--- config.mk ---
export PLATFORM = sky130hd
export DESIGN_NAME = strm_burst_wr
export DESIGN_NICKNAME = d
export VERILOG_FILES = /design/src/rtl/sbw_pkg.sv /design/src/rtl/sbw_size_dec.sv /design/src/rtl/sbw_swap.sv /design/src/rtl/sbw_addr_unit.sv /design/src/rtl/strm_burst_wr.sv
export SDC_FILE = /design/constraint.sdc
export NUM_CORES = 1
export LEC_CHECK = 0
export ABC_AREA = 1
export BUFFER_PORTS_ARGS = -buffer_cell sky130_fd_sc_hd__buf_2
export CORE_MARGIN = 5
export CORE_UTILIZATION = 25
export DETAILED_ROUTE_END_ITERATION = 8
export HOLD_SLACK_MARGIN = 0.1
export PLACE_DENSITY = 0.42
export RECOVER_POWER = 25
export SLEW_MARGIN = 20
export SYNTH_ARGS = -nofsm -noshare
export SYNTH_HDL_FRONTEND = slang
export SYNTH_SLANG_ARGS = --single-unit
--- constraint.sdc ---
create_clock -name clk -period 2.9 [get_ports clk]
set_input_delay 0.145 -clock clk [delete_from_list [all_inputs] [get_ports clk]]
set_output_delay 0.145 -clock clk [all_outputs]
set_load 0.01 [all_outputs]
--- src/rtl/sbw_pkg.sv ---
package sbw_pkg;
  typedef enum logic [1:0] {ST_IDLE, ST_FILL, ST_PAD, ST_REQ} sbw_state_e;

  localparam int unsigned SBW_BYTES_W = 10;

  // Burst length in bytes for a size code; codes past the widest legal one clamp.
  function automatic logic [SBW_BYTES_W-1:0] burst_bytes(input logic [3:0] code,
                                                         input int unsigned dw);
    logic [3:0] top_code;
    logic [3:0] c;
    top_code = (dw == 64) ? 4'd5 : 4'd4;
    c = (code > top_code) ? top_code : code;
    if (c == 4'd0) return SBW_BYTES_W'(dw / 8);
    return SBW_BYTES_W'(16) << (c - 4'd1);
  endfunction
endpackage

--- src/rtl/sbw_size_dec.sv ---
module sbw_size_dec
  import sbw_pkg::*;
#(
  parameter int unsigned DW     = 32,
  parameter int unsigned BEAT_W = 9
) (
  input  logic [3:0]             code,
  output logic [SBW_BYTES_W-1:0] bytes,
  output logic [BEAT_W-1:0]      beats
);
  localparam int unsigned SH = $clog2(DW / 8);

  always_comb begin
    bytes = burst_bytes(code, DW);
    beats = BEAT_W'(bytes >> SH);
  end
endmodule

--- src/rtl/sbw_swap.sv ---
module sbw_swap #(
  parameter int unsigned DW = 32,
  parameter bit          EN = 1'b0
) (
  input  logic [DW-1:0] din,
  output logic [DW-1:0] dout
);
  localparam int unsigned NB = DW / 8;

  generate
    if (EN) begin : g_rev
      for (genvar b = 0; b < NB; b++) begin : g_byte
        assign dout[8*b +: 8] = din[8*(NB-1-b) +: 8];
      end
    end else begin : g_pass
      assign dout = din;
    end
  endgenerate
endmodule

--- src/rtl/sbw_addr_unit.sv ---
module sbw_addr_unit
  import sbw_pkg::*;
#(
  parameter int unsigned AW = 32
) (
  input  logic                   clk,
  input  logic                   rst_n,
  input  logic                   load,
  input  logic [AW-1:0]          base,
  input  logic                   adv,
  input  logic [SBW_BYTES_W-1:0] step,
  output logic [AW-1:0]          addr
);
  always_ff @(posedge clk or negedge rst_n) begin
    if (!rst_n)    addr <= '0;
    else if (load) addr <= base;
    else if (adv)  addr <= addr + AW'(step);
  end

  // an advance moves the address by exactly one burst
  a_r3_addr_step: assert property (@(posedge clk) disable iff (!rst_n)
    (adv && !load) |=> addr == $past(addr) + AW'($past(step)));
endmodule

--- src/rtl/strm_burst_wr.sv ---
module strm_burst_wr
  import sbw_pkg::*;
#(
  parameter int unsigned DW       = 32,
  parameter int unsigned AW       = 32,
  parameter bit          PAD_ONES = 1'b0,
  parameter bit          SWAP_IN  = 1'b0
) (
  input  logic            clk,
  input  logic            rst_n,
  input  logic            cfg_run,
  input  logic [AW-1:0]   cfg_start_addr,
  input  logic [31:0]     cfg_byte_cnt,
  input  logic [3:0]      cfg_blk_code,
  input  logic            cfg_loop,
  input  logic            cfg_test,
  input  logic [DW-1:0]   s_data,
  input  logic            s_valid,
  output logic            s_ready,
  output logic [DW-1:0]   wf_data,
  output logic [DW/8-1:0] wf_be,
  output logic            wf_push,
  input  logic            wf_almost_full,
  output logic [AW-1:0]   mem_addr,
  output logic            mem_addr_req,
  input  logic            mem_addr_ack,
  output logic            mem_rnw,
  output logic            mem_rmw,
  output logic [3:0]      mem_size,
  output logic            done,
  output logic [AW-1:0]   cur_addr,
  output logic            fifo_full
);
  localparam int unsigned BB     = DW / 8;
  localparam int unsigned SH     = $clog2(BB);
  localparam int unsigned BEAT_W = 9;

  sbw_state_e       state;
  logic             run_q, run_rise;
  logic [AW-1:0]    l_start;
  logic [31:0]      l_total, rem, total_beats;
  logic [3:0]       l_code;
  logic             l_loop, l_test;
  logic [BEAT_W-1:0] bidx, beats;
  logic [SBW_BYTES_W-1:0] bbytes;
  logic             dend, take, burst_last, ack_hs;
  logic [31:0]      tcnt;
  logic [DW-1:0]    s_swapped;
  logic             addr_load, addr_adv;
  logic [AW-1:0]    addr_base;

  assign run_rise    = cfg_run & ~run_q;
  assign total_beats = 32'(({1'b0, cfg_byte_cnt} + 33'(BB - 1)) >> SH);

  sbw_size_dec #(.DW(DW), .BEAT_W(BEAT_W)) u_size (
    .code(l_code), .bytes(bbytes), .beats(beats)
  );

  sbw_swap #(.DW(DW), .EN(SWAP_IN)) u_swap (
    .din(s_data), .dout(s_swapped)
  );

  // Handshake and FIFO side
  assign s_ready    = (state == ST_FILL) && !wf_almost_full && !l_test;
  assign take       = (state == ST_FILL) && !wf_almost_full && (l_test || s_valid);
  assign wf_push    = take || ((state == ST_PAD) && !wf_almost_full);
  assign burst_last = (bidx == beats - BEAT_W'(1));
  assign ack_hs     = (state == ST_REQ) && mem_addr_ack;

  always_comb begin
    if (state == ST_PAD) wf_data = PAD_ONES ? '1 : '0;
    else if (l_test)     wf_data = DW'(tcnt);
    else                 wf_data = s_swapped;
  end

  assign wf_be        = '1;
  assign mem_rnw      = 1'b0;
  assign mem_rmw      = 1'b0;
  assign mem_addr_req = (state == ST_REQ);
  assign mem_addr     = cur_addr;
  assign mem_size     = l_code;

  // Address register: reload on start or wrap, step after each other acknowledge
  assign addr_load = run_rise | (ack_hs & dend & l_loop);
  assign addr_base = run_rise ? cfg_start_addr : l_start;
  assign addr_adv  = ack_hs & ~(dend & l_loop);

  sbw_addr_unit #(.AW(AW)) u_addr (
    .clk(clk), .rst_n(rst_n), .load(addr_load), .base(addr_base),
    .adv(addr_adv), .step(bbytes), .addr(cur_addr)
  );

  always_ff @(posedge clk or negedge rst_n) begin
    if (!rst_n) begin
      state     <= ST_IDLE;
      run_q     <= 1'b0;
      done      <= 1'b1;
      l_start   <= '0;
      l_total   <= '0;
      l_code    <= '0;
      l_loop    <= 1'b0;
      l_test    <= 1'b0;
      rem       <= '0;
      bidx      <= '0;
      dend      <= 1'b0;
      tcnt      <= '0;
      fifo_full <= 1'b0;
    end else begin
      run_q     <= cfg_run;
      fifo_full <= wf_almost_full;
      if (!cfg_run) begin
        state <= ST_IDLE;
      end else if (run_rise) begin
        l_start <= cfg_start_addr;
        l_total <= total_beats;
        l_code  <= cfg_blk_code;
        l_loop  <= cfg_loop;
        l_test  <= cfg_test;
        rem     <= total_beats;
        bidx    <= '0;
        dend    <= 1'b0;
        tcnt    <= '0;
        if (cfg_byte_cnt == 32'd0) begin
          done  <= 1'b1;
          state <= ST_IDLE;
        end else begin
          done  <= 1'b0;
          state <= ST_FILL;
        end
      end else begin
        unique case (state)
          ST_FILL: if (take) begin
            rem <= rem - 32'd1;
            if (l_test) tcnt <= tcnt + 32'd1;
            if (burst_last) begin
              bidx  <= '0;
              dend  <= (rem == 32'd1);
              state <= ST_REQ;
            end else begin
              bidx <= bidx + BEAT_W'(1);
              if (rem == 32'd1) begin
                dend  <= 1'b1;
                state <= ST_PAD;
              end
            end
          end
          ST_PAD: if (!wf_almost_full) begin
            if (burst_last) begin
              bidx  <= '0;
              state <= ST_REQ;
            end else begin
              bidx <= bidx + BEAT_W'(1);
            end
          end
          ST_REQ: if (mem_addr_ack) begin
            if (!dend) begin
              state <= ST_FILL;
            end else if (l_loop) begin
              rem   <= l_total;
              dend  <= 1'b0;
              state <= ST_FILL;
            end else begin
              done  <= 1'b1;
              state <= ST_IDLE;
            end
          end
          default: ;
        endcase
      end
    end
  end

  // request held with a stable address until acknowledged
  a_r3_req_hold: assert property (@(posedge clk) disable iff (!rst_n)
    (mem_addr_req && !mem_addr_ack && cfg_run) |=> (mem_addr_req && $stable(mem_addr)));

  // a request only rises right after the burst's final push
  a_r3_req_after_push: assert property (@(posedge clk) disable iff (!rst_n)
    $rose(mem_addr_req) |-> $past(wf_push));

  // nothing moves while the FIFO is almost full
  a_r5_no_push_full: assert property (@(posedge clk) disable iff (!rst_n)
    wf_almost_full |-> (!wf_push && !s_ready));

  // a nonzero run start clears done
  a_r9_done_clear: assert property (@(posedge clk) disable iff (!rst_n)
    ($rose(cfg_run) && cfg_byte_cnt != 32'd0) |=> !done);

  // wrap returns the address to the start of the region
  a_r6_wrap: assert property (@(posedge clk) disable iff (!rst_n)
    (ack_hs && dend && l_loop && cfg_run) |=> (cur_addr == $past(l_start)));
endmodule

## After elaboration in Yosys (flattened, before gate mapping)

Index checks and enable logic that the tools add are counted.

| word-level totals | value |
|---|---|
| register bits | 180 |
| input port bits | 108 |
| output and inout bits | 111 |

| operators by class | value |
|---|---|
| add/sub/neg operators | 7 |
| magnitude comparators | 1 |
| equal/unequal tests | 18 |
| shift operators | 1 |
| muxes and demuxes | 50 |
| bitwise operators | 8 |
| reduce and logical (&&, ||, !) cells | 27 |

Operators with widths:

| cell | number |
|---|---|
| two-way mux 32 bit | 14 |
| one-hot mux 32 bit (2 select lines) | 1 |
| two-way mux 9 bit | 4 |
| adder 32 x 2 -> 33 bit, second input constant | 1 |
| adder 32 x 1 -> 32 bit, second input constant | 1 |
| adder 32 x 10 -> 32 bit | 1 |
| equality test 32 x 1 -> 1 bit, second input constant | 1 |
| logical NOT 32 bit | 1 |
| subtractor 32 x 1 -> 32 bit, second input constant | 1 |
| two-way mux 10 bit | 2 |
| one-hot mux 9 bit (2 select lines) | 1 |
| two-way mux 1 bit | 17 |
| two-way mux 2 bit | 8 |
| nonzero test 2 bit | 7 |
| inequality test 4 bit, second input constant | 3 |
| AND reduction 6 bit | 2 |
| AND reduction 5 bit | 2 |
| << shifter 5 x 4 -> 10 bit, first input constant | 1 |
| adder 9 x 1 -> 9 bit, second input constant | 1 |
| equality test 9 bit | 1 |
| inequality test 3 x 1 -> 1 bit, second input constant | 3 |
| subtractor 8 x 1 -> 9 bit, second input constant | 1 |
| AND reduction 4 bit | 2 |
| inequality test 3 bit, second input constant | 2 |
| 21 further kinds | 34 |

## Logic depth before layout (Yosys ltp)

Gate-level depths: netlist (run 1).

| depth | value |
|---|---|
| word-level depth | 12 |
| gate-level depth with buffers | 23 |
| depth with buffers taken out | 22 |

## Cells and area by module

A second synthesis (run 1) with hierarchy kept.

| unflattened totals | value |
|---|---|
| cell total of the unflattened synthesis | 1,945 |
| area total of the unflattened synthesis | 12,978.7 µm² |

By module, submodules not included:

| module | instances | cells an instance | area an instance (µm²) | seq. area each (µm²) |
|---|---|---|---|---|
| strm_burst_wr | 1 | 1,453 | 9,809.4 | 3,704.8 |
| sbw_addr_unit | 1 | 429 | 2,733.9 | 800.8 |
| sbw_swap | 1 | 32 | 240.2 | 0.0 |
| sbw_size_dec | 1 | 31 | 195.2 | 0.0 |

## Worst setup path after synthesis (run 1)

Ideal clock, no wire load.

| path | value |
|---|---|
| kind | flip-flop to flip-flop |
| start point | register l_code[2], in the netlist mem_size[2] |
| end point | register u_addr.addr[25] |
| data arrival time | 3,118 ps |
| required time | 2,834 ps |
| slack | -284 ps |
| cell stages (with the launch flop) | 23 |
| buffers on the path | 1 |
| clock period less this slack | 3,184 ps |
| path through | dfrtp_1 > inv_1 > nand2_1 > nor2_1 > nor2_1 > ha_1 > buf_2 > nor2_1 > inv_1 > nor2_1 > nand2_1 > inv_1 > ha_1 > nand2_1 > nor2_1 > nand4_1 > o21ai_2 > nand2_1 > nor2_1 > nand2_1 > o21bai_1 > nand3_1 > nand2_1 |

| on the way | value |
|---|---|
| cells in the longest elaborated chain, start to end | 8 |
| elaborated cells between the ends (all ways) | 10 |
| classes of those cells | add/sub: 2; order compare: 1; shift: 1; mux: 5; reduce/logical: 1 |

RTL lines:

| what | RTL line | text |
|---|---|---|
| start: declaration | strm_burst_wr.sv:42 | `logic [3:0] l_code;` |
| start signal: assignment | strm_burst_wr.sv:116 | `l_code <= cfg_blk_code;` |
| > comparator 4 x 3 -> 1 bit | sbw_pkg.sv:12 | `c = (code > top_code) ? top_code : code;` |
| two-way mux 4 bit * | sbw_pkg.sv:12 |  |
| subtractor 4 x 1 -> 4 bit / logical NOT 4 bit (equally long branches) | sbw_pkg.sv:14, sbw_pkg.sv:13 |  |
| << shifter 5 x 4 -> 10 bit / two-way mux 1 bit (equally long branches) | sbw_pkg.sv:14, sbw_pkg.sv:13 |  |
| two-way mux 10 bit * | sbw_pkg.sv:14 | `return SBW_BYTES_W'(16) << (c - 4'd1);` |
| adder 32 x 10 -> 32 bit * | sbw_addr_unit.sv:17 | `else if (adv) addr <= addr + AW'(step);` |
| two-way mux 32 bit * | sbw_addr_unit.sv:17 |  |
| two-way mux 32 bit * | sbw_addr_unit.sv:16 | `else if (load) addr <= base;` |
| end signal: assignment | sbw_addr_unit.sv:16 |  |
| end signal: assignment | sbw_addr_unit.sv:17 |  |
| end: declaration | sbw_addr_unit.sv:12 | `output logic [AW-1:0] addr` |

Every way passes the cells marked *; elsewhere a longest branch is shown, timed or not. The select of a mux whose other input is x is not followed.
A chain may end at the register's enable or synchronous reset.

## Worst setup path in the final report (run 1)

| path | value |
|---|---|
| start point | register l_code[2], in the netlist mem_size[2] |
| end point | register u_addr.addr[9] |

Same word-level chain as after synthesis.

==> flow_summary.ini, run 1 <==
[status]
outcome = finished with violations
violations = capacitance limit, slew limit

[placed_design]
numPlacedInstances = 2471
io_buffer_count = 212
hpwl_um = 31700
finalWeightedCongestion = 0.857

[worst_setup_path]
crit_type = reg2reg
r2r_slack_ns = 0.12
r2r_cells = 19
crit_start = mem_size[2]$_DFFE_PN0P_
worst_path_largest_cell_delay_ns = 0.39
reg2reg_to = u_addr.addr[9]$_DFFE_PN0P_
startpoint_type = flip-flop
path_buf_inv = 3
crit_arrival_ns = 3.13
r2r-start = mem_size[2]$_DFFE_PN0P_
cp.required_ns = 3.25
path_cells = inv_2 > nand2_4 > nor2_4 > nor2_2 > ha_4 > buf_4 > nand4_1 > nor2_1 > ha_2 > buf_6 > nand3_1 > nand2_1 > a21oi_2 > o21ai_2 > nand3_1 > nand2_1 > or2_4 > nand3_2 > nand3_2
slowest_stage = dfrtp_1
cp_top_family = simple AND/OR/NAND/NOR gates
worst-path-max-fanout = 6
critPathCaptureType = flip-flop

[yosys]
ys_seq_area_share_pct = 38.1
ys_ff_latch = 180
yosys_warnings = 0
synthCells = 1683
synthesis.area_mm2 = 0.0118
synth_area_per_cell_um2 = 7.03
ys_types = 53

[timing]
slew_viol_final = 78
period_minus_slack_ns = 2.78
rsz0062_at_grt = true
relSlewSlack_pct = -48.2
finalHoldViolCount = 0
worst_pin_slew_ns = 2.22
setup_viol = 0
finalCritPeriodShare_pct = 96.0
fin_skew_ns = 0.0150
fmax_mhz = 359

[floorplanning]
initial_core_util_pct = 25.4
die_w_um = 228
core_area_mm2 = 0.0467
ios = 219
die-area_mm2 = 0.0518
die_h_um = 228
placementRows = 79

[detailed_routing]
wl_um = 42200
drc_errors = 0
routedWlPerCell_um = 16.4
vias_per_cell = 4.71
drt_first_iter_violations = 661
vias = 12103
dr.pass1.iters = 5
ant_nets = 0

[grt]
first_global_vias = 11857
grtUsageMet3_pct = 2.77
grt_antenna_before_repair = 3
grt_first_pass_wirelength_um = 66200
gr-usage-met1_pct = 22.5
grt-busiest-layer = met2
grt_usage_pct = 16.1
gr-total-overflow = 0
met2_usage_pct = 25.5
grt_max_degree = 79

[cells_and_area]
final_common_cell = nand2_1
nets = 2067
drive_above_1_share_pct = 19.7
synthToLayoutAreaGrowth_pct = 27.4
layout_common_cells = 421 x nand2_1, 203 x buf_2, 191 x inv_1, 178 x dfrtp_1, 141 x o21ai_0
stdcell_count = 2567
fin_util_pct = 32.3
fillCellCount = 5125

[power_and_ir_drop]
p_leak_nw = 7.08
swShare_pct = 40.9
seqPwrFrac_pct = 36.4
p_int_mw = 6.25
peakVddDrop_mv = 0.450
powerDensity_mw_per_mm2 = 701
clkPwrFrac_pct = 24.7
power.switching_mw = 4.32
combPwrFrac_pct = 38.9

[clock_tree]
clkLatencyLatePin_ns = 0.46
cts_inserted_buffers = 17
cts_tree = yes
clockBufferDepth = 2
cts_root_buffer = clkbuf_16
path_clk_slew_ns = 0.07
cts_max_level = 4
cts_sinks = 180

[hold_path]
min_path_cells = 4
hp-start = cfg_byte_cnt[2]
min_path_type = in2reg
holdPathEnd = l_total[0]$_DFFE_PN0P_

[run]
maxCapViolCount = 1
-- registers in the layout, summed over array words and instances (netlist names) --
signal       cells
tcnt            32
l_loop           1
l_total         31
bidx             9
l_start         32
fifo_full        1
state            2
mem_size         4
l_test           1
rem             32
done             1
u_addr.addr     32
run_q            1
dend             1
-- synth_stat cells, drive strengths merged --
cell type  number  area [um2]
nand3          98         495
or2             6        37.5
dfrtp         179        4480
nand4          46         294
o22a            1        8.76
o21bai          4        30.0
o221ai          7        61.3
a32oi           1        8.76
nor4           27         169
mux2i           5        50.1
inv           206         773
a21oi          80         400
conb            2        7.51
a22oi          16         120
nand3b          3        22.5
a221oi          1        8.76
xnor2           7        61.3
a211oi          2        15.0
clkbuf         40         151
nand2         433        1630
o311ai          1        8.76
and2            5        31.3
o211ai          6        45.0
o21ai         153         785
nor3           52         270
o31ai           9        67.6
a21boi          1        7.51
xor2           49         429
a22o            1        8.76
a31oi          10        62.6
ha             13         163
dfstp           1        26.3
o22ai           9        56.3
o21a            4        30.0
nor3b           2        15.0
nor2          152         637
buf            51         367
-- tightest hold or removal path, cell delays in order --
cell and delay [ns]:
buf_2 0.13, nand2_1 0.09, nand2_1 0.08, o21ai_0 0.08
-- worst max path at each step --
| stage | endpoint | slack, ns | depth (start not counted) |
|---|---|---|---|
| CTS | u_addr.addr[19]$_DFFE_PN0P_ | -0.007 | 22 |
| finish | u_addr.addr[9]$_DFFE_PN0P_ | 0.12 | 19 |
| detailed placement | u_addr.addr[25]$_DFFE_PN0P_ | -0.12 | 19 |
| floorplan | u_addr.addr[19]$_DFFE_PN0P_ | -0.09 | 22 |
| global route | u_addr.addr[19]$_DFFE_PN0P_ | -0.1 | 22 |
| global placement | u_addr.addr[19]$_DFFE_PN0P_ | -0.09 | 20 |
-- power groups by stage --
stage	Sequential, mW	Clock [mW]	Combinational (mW)
floorplan	3.75	0	2.64
global placement	3.88	0	3.92
detailed placement	3.89	0	3.93
CTS	3.85	2.69	4.09
global route	3.95	2.77	4.67
finish	3.84	2.61	4.12
-- layout make-up --
cell class	count	area (um2)	share of cell area, %
multi-input combinational	1210	6270	41.6
sequential	180	4510	29.9
clock buffer	18	439	2.91
tap	607	759	5.04
antenna	1	2.50	0.0166
clock inverter	14	200	1.33
inverter	206	773	5.13
timing repair buffer	331	2130	14.1
-- metal layers --
layer,vias to the layer above,wire (um)
met5,-,29
met4,4,1000
met3,56,1780
met2,247,19200
met1,5754,20200
li1,6042,-
-- stage by stage --
stage / hold slack [ns] / total power, mW / setup TNS, ns / setup WS [ns] / instance area [um2]
after floorplan: -0.151 / 6.39 / -0.376 / -0.0927 / 11900
after global placement: 0.260 / 7.80 / -0.398 / -0.0909 / 13700
after detailed placement: 0.257 / 7.82 / -0.829 / -0.118 / 13700
after CTS: 0.101 / 10.6 / -0.00673 / -0.00673 / 15000
after global routing: 0.143 / 11.4 / -0.576 / -0.0957 / 15100
final: 0.116 / 10.6 / 0 / 0.117 / 15100
-- cells by family (layout without fill, tap and decap cells) --
logic type / Yosys count / after routing / share of synthesized area (%)
and+or+nand+nor: 824 / 824 / 30.4
muxes: 5 / 5 / 0.423
AOI/OAI and AO/OA: 306 / 306 / 14.6
xor gates and xnor gates: 56 / 56 / 4.15
adders and majority gates: 13 / 13 / 1.37
other: 2 / 7 / 0.0635
buffers and inverters: 297 / 569 / 10.9
DFF: 180 / 180 / 38.1
-- what timing repair did --
item | CTS | global route
hold endpoints to repair | 148 | 0
buffers inserted | 8 | 3
hold buffers | 52 | 0
setup endpoints to repair | 14 | 34
gates resized for setup | 18 | 34
pin swaps | 15 | 19
Power figures use the tool's default switching activity.
==> inputs of run 2 (changes only) <==
ABC_AREA = 0   (was 1)
MAX_ROUTING_LAYER = met4   (was unset)
==> run 2 against run 1 <==
Compared with the run above:
- the flow still finishes with violations (capacitance limit, slew limit)
- cell area decreased by 7.3%
- combinational power decreased by 26%
- critical path depth decreased by 6
- fmax decreased by 1.9%
- clock power increased by 3%
- critical path type unchanged
- largest power group is now registers
==> flow_summary.ini, run 2 <==
[clock_tree]
cts_sinks = 180
cts_inserted_buffers = 17
cts_root_buffer = clkbuf_16
cts_max_level = 4
clkLatencyLatePin_ns = 0.45
clockBufferDepth = 2
cts_tree = yes
path_clk_slew_ns = 0.07

[yosys]
yosysMostFrequentCell = nand2_1
synth_area_leaders = dfrtp_1 41%, nand2_1 8.2%, nor2_1 5.2%, a21oi_1 3.7%, mux2i_1 3.4%
synth_flop_cell = dfrtp_1
synth_edf_count = 0
synthCells = 1315
synthesis.area_mm2 = 0.0109
ys_ff_latch = 180
yosys_warnings = 0
synthArstFlopShare_pct = 100
ys_seq_area_share_pct = 41.2
synth.largest_area_cell = dfrtp_1
ys_types = 84
synth_commonest_cells = 239 x nand2_1, 179 x dfrtp_1, 152 x nor2_1
synth_area_per_cell_um2 = 8.32
synth_top_area_share_pct = 40.9

[worst_setup_path]
path_cells = nor2_4 > o21ai_2 > ha_2 > or3_4 > nor3_4 > ha_4 > o2111ai_2 > nor2_2 > and3_4 > and2_2 > a21o_1 > a21oi_1 > a21oi_1
startpoint_type = flip-flop
path_buf_inv = 0
cp_top_family = simple AND/OR/NAND/NOR gates
critPathCaptureType = flip-flop
cp.required_ns = 3.23
r2r-start = mem_size[3]$_DFFE_PN0P_
worst-path-max-fanout = 6
crit_type = reg2reg
slowest_stage = dfrtp_2
cp_common_cell = a21oi_1
crit_start = mem_size[3]$_DFFE_PN0P_
crit_arrival_ns = 3.17
worst_path_largest_cell_delay_ns = 0.42

[timing]
fmax_mhz = 352
finalHoldViolCount = 0
fin_setup_tns_ns = 0
finalCritPeriodShare_pct = 97.9
fin_ws_ns = 0.0614
period_minus_slack_ns = 2.84
relSlewSlack_pct = -9.31
slew_viol_final = 59
setup_viol = 0
rsz0062_at_grt = true
fin_skew_ns = 0.0153
worst_pin_slew_ns = 1.64
fin_hold_ws_ns = 0.130

[floorplanning]
ios = 219
core_area_mm2 = 0.0432
placementRows = 76
die-area_mm2 = 0.0481
die_w_um = 219
die_h_um = 219
initial_core_util_pct = 25.4

[placed_design]
io_buffer_count = 212
dp_slack_ns = -0.151
finalWeightedCongestion = 0.836
hpwl_um = 26000

[hold_path]
min_path_type = in2reg
hp-start = cfg_byte_cnt[2]

[detailed_routing]
ant_nets = 0
dr.pass1.iters = 4
wl_um = 36000
vias = 10217
vias_per_cell = 4.77
drt_first_iter_violations = 516
routedWlPerCell_um = 16.8
drc_errors = 0

[power_and_ir_drop]
peakVddDrop_mv = 0.413
power_mw = 9.34
powerDensity_mw_per_mm2 = 668
p_leak_nw = 6.23

[status]
outcome = finished with violations
violations = capacitance limit, slew limit

[grt]
grt_max_degree = 60
grt_usage_pct = 15.1
gr-total-overflow = 0
grt_first_pass_wirelength_um = 56100
first_global_vias = 10053
grt_antenna_before_repair = 0

[cells_and_area]
fin_util_pct = 32.4
antenna_cells = 0
final_common_cell = nand2_1
layout_common_cells = 238 x nand2_1, 209 x buf_2, 176 x dfrtp_1, 145 x nor2_1, 76 x a21oi_1
nets = 1667
synthToLayoutAreaGrowth_pct = 27.7
drive_above_1_share_pct = 23.9

[run]
maxCapViolCount = 1
## run 2: cell count changes in the layout (fill, tap and decap cells not counted), moves of 16 or more
cell | before | now
nand2_1 | 421 | 238
inv_1 | 191 | 20
o21ai_0 | 141 | 67
nand3_1 | 93 | 46
mux2i_1 | 5 | 37
nor3_1 | 49 | 24
nand4_1 | 45 | 23
nor2_1 | 127 | 145
xnor2_1 | 7 | 25
a21o_1 | 0 | 17
and3_1 | 0 | 16
## run 2: logic make-up (layout without fill, tap and decap cells)
kind of cell / after synthesis / after routing / share of synthesized area [%]
xor+xnor: 64 / 64 / 5.12
mux: 41 / 41 / 3.83
fa+ha+maj: 13 / 13 / 1.49
simple gates: 598 / 598 / 25.6
buf+inv: 129 / 369 / 6.01
flops: 180 / 180 / 41.2
other cells: 2 / 6 / 0.0686
compound gates: 288 / 288 / 16.8
## run 2: worst reg2reg max path: stages (launching register included)
cell and delay [ns]:
dfrtp_2 0.42, nor2_4 0.12, o21ai_2 0.06, ha_2 0.21, or3_4 0.41, nor3_4 0.25, ha_4 0.24, o2111ai_2 0.17
nor2_2 0.08, and3_4 0.16, and2_2 0.24, a21o_1 0.19, a21oi_1 0.12, a21oi_1 0.05
## run 2: per-layer routing
layer | up-vias | GRT usage, % | wire length (um)
met5 | - | - | 0
met4 | 0 | 4.73 | 699
met3 | 41 | 2.19 | 1370
met2 | 193 | 23.6 | 16800
met1 | 4943 | 20.3 | 17100
li1 | 5040 | - | -
## run 2: per-stage QoR
| step | instance area, um2 | std cells |
|---|---|---|
| 3_5_place_dp | 12700 | 2063 |
| 6_report | 14000 | 2144 |
| 4_1_cts | 13800 | 2138 |
| 3_3_place_gp | 12700 | 2063 |
| 5_1_grt | 14000 | 2144 |
| 2_1_floorplan | 11000 | 1319 |
## run 2: power breakdown
| part | internal, mW | switching (mW) |
|---|---|---|
| logic | 1.35 | 1.67 |
| clock network | 1.61 | 1.09 |
| registers | 2.98 | 0.627 |
## run 2: cell type report
type | instances | area (um2)
tap | 585 | 732
multi-input combinational | 1010 | 6020
timing repair buffer | 316 | 1970
sequential | 180 | 4510
clock buffer | 21 | 470
fill | 4619 | 29200
inverter | 21 | 78.8
clock inverter | 11 | 196
## run 2: path summary, 6_finish.rpt
check | to | slack (ns) | depth (start not counted)
min | l_total[0]$_DFFE_PN0P_ | 0.13 | 4
max in group asynchronous | mem_size[0]$_DFFE_PN0P_ | 0.64 | 3
min in group asynchronous | rem[20]$_DFFE_PN0P_ | 0.67 | 2
min reg2reg | l_total[21]$_DFFE_PN0P_ | 0.47 | 2
max reg2reg | u_addr.addr[29]$_DFFE_PN0P_ | 0.06 | 13
max | u_addr.addr[29]$_DFFE_PN0P_ | 0.06 | 13
## run 2: timing repair
action	4_1_cts	5_1_grt
setup endpoints to repair	17	27
pin swaps	1	20
buffers inserted	0	6
hold endpoints to repair	107	0
gates resized for setup	13	26
hold buffers	43	0
==> inputs of run 3 (changes only) <==
--- a/config.mk
+++ b/config.mk
@@ -6,5 +6,4 @@
 export NUM_CORES = 1
 export LEC_CHECK = 0
-export ABC_AREA = 0
 export BUFFER_PORTS_ARGS = -buffer_cell sky130_fd_sc_hd__buf_2
 export CORE_MARGIN = 5
==> constraint.sdc (replaced) <==
create_clock -name clk -period 2.9 [get_ports clk]
set_input_delay 0.435 -clock clk [delete_from_list [all_inputs] [get_ports clk]]
set_output_delay 0.435 -clock clk [all_outputs]
set_load 0.01 [all_outputs]
==> run 3 against run 2 <==
Compared with the run above:
- the flow still finishes with violations (capacitance limit, slew limit)
- critical path type unchanged
- clock power shrank 14%
- total power is 4.4% lower
- clock-buffer cell count is 3 lower
- register-to-register slack gained 0.04 ns
- combinational power hardly changed
- worst hold slack improved by 0.064 ns
- first-iteration DRC count shrank 2.1%
- via count shrank 1.5%
- largest cell class unchanged
- sequential share of layout area is 1.1 points higher
- global-route usage grew 0.088 points
- sequential cell count stayed put
- critical endpoint is now u_addr.addr[17]$_DFFE_PN0P_
==> flow_summary.ini, run 3 (synthesis gave the netlist of run 2 again) <==
[floorplanning]
placementRows = 76
die-area_mm2 = 0.0481
core_area_mm2 = 0.0432
die_w_um = 219
initial_core_util_pct = 25.4
die_h_um = 219
ios = 219

[worst_setup_path]
startpoint_type = flip-flop
critPathCaptureType = flip-flop
crit_arrival_ns = 3.13
cp.required_ns = 3.23
worst-path-max-fanout = 7
crit_type = reg2reg

[detailed_routing]
vias = 10066
wl_um = 35900
routedWlPerCell_um = 17.1
dr.pass1.iters = 4
vias_per_cell = 4.79
drc_errors = 0
drt_first_iter_violations = 505
ant_nets = 0

[placed_design]
finalWeightedCongestion = 0.842
io_buffer_count = 212
hpwl_um = 25500
dp_slack_ns = -0.0398
placed_area_mm2 = 0.0127

[timing]
worst_pin_slew_ns = 1.90
finalHoldViolCount = 0
setup_viol = 0
fin_ws_ns = 0.0980
fin_hold_ws_ns = 0.194
fmax_mhz = 357
fin_setup_tns_ns = 0
slew_viol_final = 69
fin_skew_ns = 0.0128
period_minus_slack_ns = 2.80
relSlewSlack_pct = -26.3
rsz0062_at_grt = true
finalCritPeriodShare_pct = 96.6

[grt]
grt_max_degree = 75
grt_first_pass_wirelength_um = 56700
gr-total-overflow = 0
grt_usage_pct = 15.2
grt_antenna_before_repair = 2
first_global_vias = 10045

[cells_and_area]
synthToLayoutAreaGrowth_pct = 23.6
layout_common_cells = 237 x nand2_1, 209 x buf_2, 176 x dfrtp_1, 145 x nor2_1, 74 x a21oi_1
fillCellCount = 4648
final_common_cell = nand2_1
fin_area_mm2 = 0.0135
nets = 1623
drive_above_1_share_pct = 25.0

[clock_tree]
path_clk_slew_ns = 0.07
cts_tree = yes
cts_sinks = 180
clkLatencyLatePin_ns = 0.45
cts_root_buffer = clkbuf_16
cts_inserted_buffers = 17
clockBufferDepth = 2
cts_max_level = 4

[status]
violations = capacitance limit, slew limit
outcome = finished with violations

[power_and_ir_drop]
p_leak_nw = 6.01
peakVddDrop_mv = 0.427
powerDensity_mw_per_mm2 = 660

[hold_path]
min_path_type = in2reg

[run]
maxCapViolCount = 1
-- run 3: cell types whose count changed in the layout (fill, tap and decap cells not counted), moves of 4 or more --
| cell | change |
|---|---|
| dlygate4sd3_1 | -42 |
| buf_6 | +5 |
| bufinv_16 | -4 |
| buf_4 | -6 |
-- run 3: worst paths after layout --
kind / from / to / slack, ns / cells after the start
worst max-delay path: mem_size[3]$_DFFE_PN0P_ / u_addr.addr[17]$_DFFE_PN0P_ / 0.1 / 14
worst min-delay path: cfg_blk_code[3] / mem_size[3]$_DFFE_PN0P_ / 0.19 / 3
worst max register to register: mem_size[3]$_DFFE_PN0P_ / u_addr.addr[17]$_DFFE_PN0P_ / 0.1 / 14
worst min register to register: l_start[1]$_DFFE_PN0P_ / l_start[1]$_DFFE_PN0P_ / 0.47 / 2
max in group asynchronous: rst_n / l_test$_DFFE_PN0P_ / 0.52 / 3
min in group asynchronous: rst_n / l_total[12]$_DFFE_PN0P_ / 1.04 / 2
-- run 3: layer usage --
metal  wire (um)  part of all wire [%]  vias to the layer above  GRT usage, %
met5           0                     0                        -             -
met4         604                   1.7                        0          3.96
met3        1380                   3.8                       29          2.36
met2       16900                    47                      236          24.2
met1       17000                    47                     4857          20.2
li1            -                     -                     4944             -
-- run 3: per-stage QoR --
stage	cells	power (mW)	util (%)
final	2101	8.93	31.3
after global routing	2101	9.54	31.3
after CTS	2099	8.93	30.8
after detailed placement	2066	6.55	29.5
after global placement	2066	6.53	29.5
after floorplan	1319	5.47	-
-- run 3: final cells by class --
| class | instances | area, um2 | share of cell area, % |
|---|---|---|---|
| Multi-Input combinational cell | 1010 | 6090 | 45.0 |
| Sequential cell | 180 | 4510 | 33.3 |
| Timing Repair Buffer | 272 | 1560 | 11.5 |
| Tap cell | 585 | 732 | 5.41 |
| Clock buffer | 18 | 429 | 3.17 |
| Clock inverter | 14 | 130 | 0.962 |
| Inverter | 21 | 78.8 | 0.583 |
| Antenna cell | 1 | 2.50 | 0.0185 |
-- run 3: report_power, final --
group | internal, mW | switching, mW | leakage (nW)
Sequential | 2.98 | 0.621 | 2.18
Combinational | 1.32 | 1.69 | 3.57
Clock | 1.19 | 1.13 | 0.259
Total | 5.50 | 3.43 | 6.01
-- run 3: what timing repair did --
item                       4_1_cts  5_1_grt
setup endpoints to repair        5       28
buffers inserted                 0        1
pin swaps                        1       30
hold buffers                     1        0
resized for setup                3       57
hold endpoints to repair        65        0
-- run 3: critical path: stages (launching register included) --
cell	delay, ns
dfrtp_2	0.42
nor2_4	0.12
o21ai_2	0.06
ha_2	0.21
nor3_4	0.19
nand2_2	0.10
nor2_4	0.13
ha_4	0.22
a31o_4	0.26
a21oi_4	0.14
o211ai_1	0.20
nand2_2	0.12
buf_6	0.14
nor4_1	0.06
o32a_1	0.32
